===== src/rtl/gpio_pkg.sv =====
package gpio_pkg;
  localparam int unsigned ADDR_W = 3;
  localparam logic [ADDR_W-1:0] OFS_DATA  = 3'd0;
  localparam logic [ADDR_W-1:0] OFS_DIR   = 3'd1;
  localparam logic [ADDR_W-1:0] OFS_PULL  = 3'd2;
  localparam logic [ADDR_W-1:0] OFS_ODRN  = 3'd3;
  localparam logic [ADDR_W-1:0] OFS_BOCTL = 3'd4;
  localparam logic [ADDR_W-1:0] OFS_IEN   = 3'd5;
  localparam logic [ADDR_W-1:0] OFS_IFLG  = 3'd6;
endpackage


===== src/rtl/gpio_cfg_regs.sv =====
module gpio_cfg_regs
  import gpio_pkg::*;
#(
  parameter int unsigned WIDTH = 8,
  parameter logic [WIDTH-1:0] PULL_RST = '0,
  parameter bit CHANGE_IRQ = 1'b1
) (
  input  logic              clk,
  input  logic              rst_n,
  input  logic              bus_en,
  input  logic              bus_we,
  input  logic [ADDR_W-1:0] bus_addr,
  input  logic [WIDTH-1:0]  bus_wdata,
  output logic [WIDTH-1:0]  bus_rdata,
  input  logic [WIDTH-1:0]  eff_dir,
  input  logic [WIDTH-1:0]  pin_level,
  input  logic [WIDTH-1:0]  flags,
  output logic [WIDTH-1:0]  data_q,
  output logic [WIDTH-1:0]  dir_q,
  output logic [WIDTH-1:0]  pull_q,
  output logic [WIDTH-1:0]  odrn_q,
  output logic [WIDTH-1:0]  boctl_q,
  output logic [WIDTH-1:0]  ien_q,
  output logic [WIDTH-1:0]  flag_clr
);
  logic wr_any;
  assign wr_any = bus_en & bus_we;

  always_ff @(posedge clk or negedge rst_n) begin
    if (!rst_n) begin
      data_q  <= '0;
      dir_q   <= '0;
      pull_q  <= PULL_RST;
      boctl_q <= '1;
    end else if (wr_any) begin
      case (bus_addr)
        OFS_DATA:  data_q  <= bus_wdata;
        OFS_DIR:   dir_q   <= bus_wdata;
        OFS_PULL:  pull_q  <= bus_wdata;
        OFS_BOCTL: boctl_q <= bus_wdata;
        default: ;
      endcase
    end
  end

  generate
    if (CHANGE_IRQ) begin : g_irq_regs
      always_ff @(posedge clk or negedge rst_n) begin
        if (!rst_n) ien_q <= '0;
        else if (wr_any && bus_addr == OFS_IEN) ien_q <= bus_wdata;
      end
      assign odrn_q   = '0;
      assign flag_clr = (wr_any && bus_addr == OFS_IFLG) ? bus_wdata : '0;
    end else begin : g_od_regs
      always_ff @(posedge clk or negedge rst_n) begin
        if (!rst_n) odrn_q <= '0;
        else if (wr_any && bus_addr == OFS_ODRN) odrn_q <= bus_wdata;
      end
      assign ien_q    = '0;
      assign flag_clr = '0;
    end
  endgenerate

  always_comb begin
    bus_rdata = '0;
    if (bus_en && !bus_we) begin
      case (bus_addr)
        OFS_DATA:  bus_rdata = (data_q & eff_dir) | (pin_level & ~eff_dir);
        OFS_DIR:   bus_rdata = dir_q;
        OFS_PULL:  bus_rdata = pull_q;
        OFS_ODRN:  bus_rdata = odrn_q;
        OFS_BOCTL: bus_rdata = boctl_q;
        OFS_IEN:   bus_rdata = ien_q;
        OFS_IFLG:  bus_rdata = flags;
        default:   bus_rdata = '0;
      endcase
    end
  end

  assert_undef_read_zero_R11: assert property (@(posedge clk) disable iff (!rst_n)
    (bus_en && !bus_we && bus_addr == 3'd7) |-> (bus_rdata == '0));
  assert_bo_reset_one_R1: assert property (@(posedge clk) disable iff (!rst_n)
    $rose(rst_n) |-> (boctl_q == '1));
endmodule


===== src/rtl/gpio_pin_drive.sv =====
module gpio_pin_drive #(
  parameter int unsigned WIDTH = 8
) (
  input  logic             clk,
  input  logic             rst_n,
  input  logic             brownout,
  input  logic [WIDTH-1:0] dir_q,
  input  logic [WIDTH-1:0] data_q,
  input  logic [WIDTH-1:0] pull_q,
  input  logic [WIDTH-1:0] odrn_q,
  input  logic [WIDTH-1:0] boctl_q,
  output logic [WIDTH-1:0] eff_dir,
  output logic [WIDTH-1:0] pad_oe,
  output logic [WIDTH-1:0] pad_out,
  output logic [WIDTH-1:0] pad_pu
);
  generate
    for (genvar i = 0; i < WIDTH; i++) begin : g_pin
      logic held;
      assign held       = brownout & boctl_q[i];
      assign eff_dir[i] = dir_q[i] & ~held;
      assign pad_oe[i]  = eff_dir[i] & ~(odrn_q[i] & data_q[i]);
      assign pad_out[i] = eff_dir[i] & ~odrn_q[i] & data_q[i];
      assign pad_pu[i]  = held | (~dir_q[i] & pull_q[i]);

      assert_oe_needs_dir_R2: assert property (@(posedge clk) disable iff (!rst_n)
        pad_oe[i] |-> dir_q[i]);
      assert_pu_not_driving_R4: assert property (@(posedge clk) disable iff (!rst_n)
        !(pad_oe[i] && pad_pu[i]));
      assert_od_never_high_R5: assert property (@(posedge clk) disable iff (!rst_n)
        (pad_oe[i] && odrn_q[i]) |-> !pad_out[i]);
      assert_bo_forces_input_R6: assert property (@(posedge clk) disable iff (!rst_n)
        (brownout && boctl_q[i]) |-> (!pad_oe[i] && pad_pu[i]));
    end
  endgenerate
endmodule


===== src/rtl/gpio_pad_sync.sv =====
module gpio_pad_sync #(
  parameter int unsigned WIDTH  = 8,
  parameter int unsigned STAGES = 2
) (
  input  logic             clk,
  input  logic             rst_n,
  input  logic [WIDTH-1:0] pad_in,
  output logic [WIDTH-1:0] level
);
  logic [WIDTH-1:0] stage_q [STAGES];

  always_ff @(posedge clk or negedge rst_n) begin
    if (!rst_n) begin
      for (int k = 0; k < STAGES; k++) stage_q[k] <= '0;
    end else begin
      stage_q[0] <= pad_in;
      for (int k = 1; k < STAGES; k++) stage_q[k] <= stage_q[k-1];
    end
  end

  assign level = stage_q[STAGES-1];
endmodule


===== src/rtl/gpio_change_flags.sv =====
module gpio_change_flags #(
  parameter int unsigned WIDTH = 8
) (
  input  logic             clk,
  input  logic             rst_n,
  input  logic [WIDTH-1:0] level,
  input  logic [WIDTH-1:0] ien_q,
  input  logic [WIDTH-1:0] flag_clr,
  output logic [WIDTH-1:0] flag_q
);
  logic [WIDTH-1:0] prev_q;
  logic [WIDTH-1:0] edge_hit;

  assign edge_hit = level ^ prev_q;

  always_ff @(posedge clk or negedge rst_n) begin
    if (!rst_n) begin
      prev_q <= '0;
      flag_q <= '0;
    end else begin
      prev_q <= level;
      flag_q <= (flag_q & ~flag_clr) | (edge_hit & ien_q);
    end
  end

  generate
    for (genvar i = 0; i < WIDTH; i++) begin : g_chk
      assert_flag_sticky_R9: assert property (@(posedge clk) disable iff (!rst_n)
        (flag_q[i] && !flag_clr[i]) |=> flag_q[i]);
      assert_flag_needs_enable_R9: assert property (@(posedge clk) disable iff (!rst_n)
        $rose(flag_q[i]) |-> $past(ien_q[i]));
    end
  endgenerate
endmodule


===== src/rtl/gpio_port_ctrl.sv =====
module gpio_port_ctrl
  import gpio_pkg::*;
#(
  parameter int unsigned WIDTH = 8,
  parameter logic [WIDTH-1:0] PULL_RST = 8'hF0,
  parameter bit CHANGE_IRQ = 1'b1,
  parameter int unsigned SYNC_STAGES = 2
) (
  input  logic              clk,
  input  logic              rst_n,
  input  logic              bus_en,
  input  logic              bus_we,
  input  logic [ADDR_W-1:0] bus_addr,
  input  logic [WIDTH-1:0]  bus_wdata,
  output logic [WIDTH-1:0]  bus_rdata,
  input  logic              brownout,
  input  logic [WIDTH-1:0]  pad_in,
  output logic [WIDTH-1:0]  pad_oe,
  output logic [WIDTH-1:0]  pad_out,
  output logic [WIDTH-1:0]  pad_pu,
  output logic              irq_o
);
  logic [WIDTH-1:0] data_q, dir_q, pull_q, odrn_q, boctl_q, ien_q;
  logic [WIDTH-1:0] flag_clr, flag_q, level, eff_dir;

  gpio_cfg_regs #(.WIDTH(WIDTH), .PULL_RST(PULL_RST), .CHANGE_IRQ(CHANGE_IRQ)) u_regs (
    .clk(clk), .rst_n(rst_n), .bus_en(bus_en), .bus_we(bus_we),
    .bus_addr(bus_addr), .bus_wdata(bus_wdata), .bus_rdata(bus_rdata),
    .eff_dir(eff_dir), .pin_level(level), .flags(flag_q),
    .data_q(data_q), .dir_q(dir_q), .pull_q(pull_q), .odrn_q(odrn_q),
    .boctl_q(boctl_q), .ien_q(ien_q), .flag_clr(flag_clr)
  );

  gpio_pin_drive #(.WIDTH(WIDTH)) u_drive (
    .clk(clk), .rst_n(rst_n), .brownout(brownout),
    .dir_q(dir_q), .data_q(data_q), .pull_q(pull_q), .odrn_q(odrn_q),
    .boctl_q(boctl_q), .eff_dir(eff_dir),
    .pad_oe(pad_oe), .pad_out(pad_out), .pad_pu(pad_pu)
  );

  gpio_pad_sync #(.WIDTH(WIDTH), .STAGES(SYNC_STAGES)) u_sync (
    .clk(clk), .rst_n(rst_n), .pad_in(pad_in), .level(level)
  );

  generate
    if (CHANGE_IRQ) begin : g_change
      gpio_change_flags #(.WIDTH(WIDTH)) u_flags (
        .clk(clk), .rst_n(rst_n), .level(level), .ien_q(ien_q),
        .flag_clr(flag_clr), .flag_q(flag_q)
      );
    end else begin : g_nochange
      assign flag_q = '0;
    end
  endgenerate

  assign irq_o = |(flag_q & ien_q);

  assert_irq_has_source_R10: assert property (@(posedge clk) disable iff (!rst_n)
    irq_o |-> (flag_q != '0));
endmodule


===== config.mk =====
export PLATFORM = sky130hd
export DESIGN_NAME = gpio_port_ctrl
export DESIGN_NICKNAME = d
export VERILOG_FILES = /design/src/rtl/gpio_pkg.sv /design/src/rtl/gpio_cfg_regs.sv /design/src/rtl/gpio_pin_drive.sv /design/src/rtl/gpio_pad_sync.sv /design/src/rtl/gpio_change_flags.sv /design/src/rtl/gpio_port_ctrl.sv
export SDC_FILE = /design/constraint.sdc
export NUM_CORES = 1
export LEC_CHECK = 0
export ABC_AREA = 0
export BUFFER_PORTS_ARGS = -buffer_cell sky130_fd_sc_hd__buf_2
export CAP_MARGIN = 10
export CORE_MARGIN = 3
export CORE_UTILIZATION = 52
export DETAILED_ROUTE_END_ITERATION = 8
export PLACE_DENSITY = 0.75
export SLEW_MARGIN = 20
export SYNTH_ARGS = -nofsm -noshare
export SYNTH_HDL_FRONTEND = slang
export SYNTH_SLANG_ARGS = --single-unit

===== constraint.sdc =====
create_clock -name clk -period 1.61 [get_ports clk]
set_input_delay 0.161 -clock clk [delete_from_list [all_inputs] [get_ports clk]]
set_output_delay 0.161 -clock clk [all_outputs]
set_load 0.02 [all_outputs]

# After elaboration in Yosys (flattened, before gate mapping)

Cells that the tools add are included.

Output and inout bits: 33
Flip-flop bits (word level): 72
Input port bits: 24
Logic and storage cells: 94

Muxes and demuxes: 3
Bitwise logic cells: 67
Equality and inequality tests: 5
Reduce and logical (&&, ||, !) cells: 10

Operator list:

| kind                 | count |
|---|---|
| $pmux W8 S6          | 1 |
| $and A8 B8 Y8        | 5 |
| $and A1 B1 Y1        | 33 |
| $mux W8              | 2 |
| $not A1 Y1           | 16 |
| $not A8 Y8           | 2 |
| $or A8 B8 Y8         | 2 |
| $eq A3 B3 Y1 const B | 3 |
| $or A1 B1 Y1         | 8 |
| $reduce_and A2 Y1    | 4 |
| $reduce_or A8 Y1     | 1 |
| $xor A8 B8 Y8        | 1 |
| $eq A3 B1 Y1 const B | 1 |
| $eq A3 B2 Y1 const B | 1 |
| $logic_and A1 B1 Y1  | 3 |
| $logic_not A3 Y1     | 1 |
| $logic_not A1 Y1     | 1 |

# Depth between registers and ports, before layout

Depth in word-level cells: 8
Mapped depth: 6
Gate-level depth less buffers: 4

# By module

Synthesis repeated with hierarchy kept, for this count alone.

Cells, all modules: 313
Area, all modules: 3,642.2 um^2

Modules (own cells, without submodules):

| module            | times used | area an instance (um^2) | cells an instance |
|---|---|---|---|
| gpio_cfg_regs     | 1          | 2,232.1                 | 186 |
| gpio_change_flags | 1          | 570.5                   | 40 |
| gpio_pad_sync     | 1          | 460.4                   | 24 |
| gpio_pin_drive    | 1          | 342.8                   | 58 |
| gpio_port_ctrl    | 1          | 36.3                    | 5 |

# Worst setup path after synthesis

Ideal clock, no wire load.

Path type: flip-flop to output port
Start point: register u_regs.dir_q[0]
End point: output port bus_rdata[0]
Cell stages (with the launch flop): 5
Arrival: 1.612 ns
Slack: -0.163 ns
Required time: 1.449 ns
Path buffers: 0
Cell sequence: dfrtp_1 -> a21boi_0 -> mux2i_1 -> o22ai_1 -> o21a_1

Cells in the longest elaborated chain, start to end: 6

Ends and longest elaborated chain:

| what                   | RTL line             | source |
|---|---|---|
| from (decl)            | gpio_cfg_regs.sv:19  | `output logic [WIDTH-1:0] dir_q,` |
| from (signal assigned) | gpio_cfg_regs.sv:38  | `OFS_DIR: dir_q <= bus_wdata;` |
| $and A1 B1 Y1 *        | gpio_pin_drive.sv:21 | `assign eff_dir[i] = dir_q[i] & ~held;` |
| named net pad_oe[0]    | gpio_port_ctrl.sv:18 | `output logic [WIDTH-1:0] pad_oe,` |
| $not A8 Y8             | gpio_cfg_regs.sv:68  | `OFS_DATA: bus_rdata = (data_q & eff_dir) \| (pin_level & ~eff_dir);` |
| $and A8 B8 Y8          | gpio_cfg_regs.sv:68  |  |
| $or A8 B8 Y8 *         | gpio_cfg_regs.sv:68  |  |
| $pmux W8 S6 *          | gpio_cfg_regs.sv:67  | `case (bus_addr)` |
| $mux W8 *              | gpio_cfg_regs.sv:66  | `if (bus_en && !bus_we) begin` |
| to (decl)              | gpio_port_ctrl.sv:15 | `output logic [WIDTH-1:0] bus_rdata,` |

The timed path passes the listed nets; every way through them passes the cells marked *.

# Final worst setup path

Start point: register u_regs.boctl_q[6]
End point: output port bus_rdata[6]

Cells in the longest elaborated chain, start to end: 8

Ends and longest elaborated chain:

| what                   | RTL line             | source |
|---|---|---|
| from (decl)            | gpio_cfg_regs.sv:22  | `output logic [WIDTH-1:0] boctl_q,` |
| from (signal assigned) | gpio_cfg_regs.sv:40  | `OFS_BOCTL: boctl_q <= bus_wdata;` |
| $and A1 B1 Y1          | gpio_pin_drive.sv:20 | `assign held = brownout & boctl_q[i];` |
| $not A1 Y1             | gpio_pin_drive.sv:21 |  |
| $and A1 B1 Y1          | gpio_pin_drive.sv:21 |  |
| $not A8 Y8             | gpio_cfg_regs.sv:68  |  |
| $and A8 B8 Y8          | gpio_cfg_regs.sv:68  |  |
| $or A8 B8 Y8           | gpio_cfg_regs.sv:68  |  |
| $pmux W8 S6 *          | gpio_cfg_regs.sv:67  |  |
| $mux W8 *              | gpio_cfg_regs.sv:66  |  |

Mark *: on every way between the ends. The rest lies on a longest branch, timed or not.

==> impl_metrics.py <==
metrics = {
    "outcome": {
        "failed_checks": "negative setup slack",
        "status": "finished, violations left",
    },
    "final_layout": {
        "nets": 408,
        "postLayoutCoreUtil": 0.736,
        "antenna_cells": 0,
        "area_growth_pct": 35.3,
        "final_cells": 464,
        "drive_gt1_frac": 0.440,
    },
    "run": {
        "cap_violations": 0,
    },
    "logic_synthesis": {
        "ys_seq_area_frac": 0.558,
        "synthCells": 271,
        "synth-seq-cells": 72,
        "netlist_area_mm2": 0.00326,
        "synth_cell_types": 27,
        "syn_avg_cell_area_um2": 12.0,
        "synth.largest_area_cell": "dfrtp_1",
        "synth_top_area_frac": 0.461,
        "synth_nets": 295,
        "synthTopCellsByArea": "dfrtp_1 46%, dfstp_2 9.7%, mux2_2 8.3%",
        "yosysWarnings": 0,
    },
    "sta": {
        "fmax_mhz": 549,
        "fin_crit_ns": 1.82,
        "setup_ws_ns": -0.212,
        "slew_viol_final": 0,
        "tightest_slew_ns": 0.554,
        "rsz0062_at_grt": "true",
        "setup_violations": 8,
        "slew_headroom": 0.630,
        "worst_clock_skew_ns": 0.00698,
        "whs_ns": 0.0774,
        "min_period_over_period": 1.13,
        "hold_violations": 0,
    },
    "grt": {
        "grt_pass1_wl_um": 13200,
        "grt_max_degree": 73,
        "grt_overflow": 0,
        "antenna_found_initial": 0,
        "grt_pass1_vias": 2567,
        "grt_usage": 0.237,
    },
    "detailed_routing": {
        "detail-route-antenna-nets": 0,
        "drc": 0,
        "num_vias": 2517,
        "dr.pass1.iters": 4,
        "wl_per_cell_um": 17.3,
        "vias_per_cell": 5.42,
        "drtIter0Drc": 166,
        "wirelength_um": 8020,
    },
    "power": {
        "power_leakage_uw": 0.00201,
        "peakVddDrop_mv": 0.793,
        "power.density_cell_area_mw_per_mm2": 1160,
    },
    "critical_path": {
        "r2r_end": "u_regs.dir_q[6]",
        "cp.required_ns": 1.45,
        "crit_type": "flip-flop to output pin",
        "r2r_start": "u_regs.dir_q[6]",
        "r2r_cells": 2,
        "cp-end-kind": "output pin",
        "worst-path-max-fanout": 4,
        "arrival_ns": 1.66,
        "ff2ff_setup_slack_ns": 0.71,
        "cp-start-kind": "flip-flop",
    },
    "clock_network": {
        "root_buffer": "clkbuf_8",
        "clk_path_buf_depth": 2,
        "h-tree-depth": 3,
        "cts_buffers": 9,
        "cts.sink_count": 72,
        "clk_pin_slew_worst_paths_ns": 0.08,
        "cts_tree": "done",
        "clk_latency_ns": 0.34,
    },
    "die": {
        "io_pins": 57,
        "dieWidth_um": 85.1,
        "die_y_um": 85.1,
        "core-area_mm2": 0.00599,
        "rows": 28,
        "dieArea_mm2": 0.00725,
        "start_util": 0.544,
    },
    "placement": {
        "dp.cells": 427,
        "place.port_buffers": 56,
        "hpwl_um": 5540,
        "gp_congestion": 0.848,
        "dp_slack_ns": 0.0187,
    },
    "min_path": {
        "hp-class": "input pin to flip-flop",
        "min_path_cells": 3,
        "worstHoldStart": "bus_wdata[4]",
        "holdPathEnd": "u_regs.pull_q[4]",
    },
}
-- worst max-delay path, cell delays in order, from the launching register on --
cell,delay (ns)
dfstp_2,0.58
a21boi_4,0.07
mux2i_1,0.23
o22ai_1,0.10
o21a_1,0.21
buf_6,0.13
-- placed cells by master (no fill, tap or decap), types with 8 or more instances in the layout --
cell type      synthesis  final
dfrtp_1               60     60
buf_2                  7     45
buf_4                  0     42
nand2_1               26     26
mux2_2                24     24
mux2i_1               16     16
mux2_1                16     16
o21ai_0               16     14
buf_6                  0     13
dfstp_2               12     12
inv_1                  9      9
clkbuf_8               0      9
dlygate4sd3_1          0      9
xor2_1                 8      8
a22o_1                 8      8
o22ai_1                8      8
o21a_1                 8      8
-- how the worst max path moves through the flow --
stage / startpoint / endpoint / cells past startpoint
floorplan: u_regs.dir_q[5] / bus_rdata[5] / 4
global placement: brownout / bus_rdata[6] / 6
detailed placement: brownout / bus_rdata[6] / 6
CTS: u_regs.boctl_q[6] / bus_rdata[6] / 5
global route: u_regs.dir_q[3] / bus_rdata[3] / 5
finish: u_regs.boctl_q[6] / bus_rdata[6] / 5
-- cell families after synthesis --
group                     Yosys count  synth area share
xor gates and xnor gates            8            0.0215
DFF                                72             0.558
buffers and inverters              19            0.0246
muxes                              56             0.187
AOI/OAI and AO/OA                  61             0.127
and+or+nand+nor                    55            0.0818
-- layer usage --
layer	global-route usage	routed length [um]	vias up
met4	0.0691	93	0
met1	0.322	3480	1247
met3	0.0553	456	8
li1	-	-	1191
met5	0	0	-
met2	0.382	4000	71
-- registers in the layout (all words and copies together), names as in the netlist --
register                 count
g_change.u_flags.flag_q      8
g_change.u_flags.prev_q      8
u_regs.boctl_q               8
u_regs.data_q                8
u_regs.dir_q                 8
u_regs.ien_q                 8
u_regs.pull_q                8
u_sync.level                 8
u_sync.stage_q               8
-- synthesized netlist by cell type --
| cell type | number |
|---|---|
| nor2_1 | 6 |
| a22o_1 | 8 |
| o21ai_0 | 16 |
| dfrtp_1 | 60 |
| inv_1 | 9 |
| nand3_1 | 1 |
| nor2b_1 | 1 |
| dfstp_2 | 12 |
| mux2_2 | 24 |
| a22oi_1 | 10 |
| nand4_1 | 1 |
| o21a_1 | 8 |
| nand2b_1 | 2 |
| nor2_2 | 4 |
| o22ai_1 | 8 |
| clkbuf_1 | 3 |
| nand3b_1 | 3 |
| and2_1 | 8 |
| mux2_1 | 16 |
| nand2_1 | 26 |
| mux2i_1 | 16 |
| a211oi_1 | 1 |
| or3_1 | 3 |
| a21oi_1 | 2 |
| xor2_1 | 8 |
| a21boi_0 | 8 |
| buf_2 | 7 |
-- power by group --
group / internal [uW] / switching, uW / total (uW)
Clock: 557 / 646 / 1200
Combinational: 777 / 711 / 1490
Sequential: 2150 / 249 / 2400
Total: 3480 / 1610 / 5090
-- cell type report --
class	instances	area, um2
Sequential cell	72	1820
Fill cell	404	1580
Multi-Input combinational cell	180	1460
Timing Repair Buffer	112	837
Clock buffer	11	131
Tap cell	75	93.8
Clock inverter	5	33.8
Inverter	9	33.8
-- through the flow --
| stage | setup TNS [ns] | power [uW] | instance area [um2] |
|---|---|---|---|
| 2_1_floorplan | 0 | 3130 | 3260 |
| 3_5_place_dp | 0 | 3630 | 3880 |
| 5_1_grt | -1.99 | 5390 | 4410 |
| 3_3_place_gp | 0 | 3590 | 3880 |
| 4_1_cts | -1.55 | 4950 | 4230 |
| 6_report | -1.27 | 5090 | 4410 |
-- timing repair --
item / 4_1_cts / 5_1_grt
buffers inserted: 6 / 7
endpoints found under the hold margin: 68 / 0
endpoints found under the setup margin: 11 / 14
pin swaps: 4 / 11
hold buffers: 9 / 0
resized for setup: 12 / 34
(Power assumes the default switching activity.)
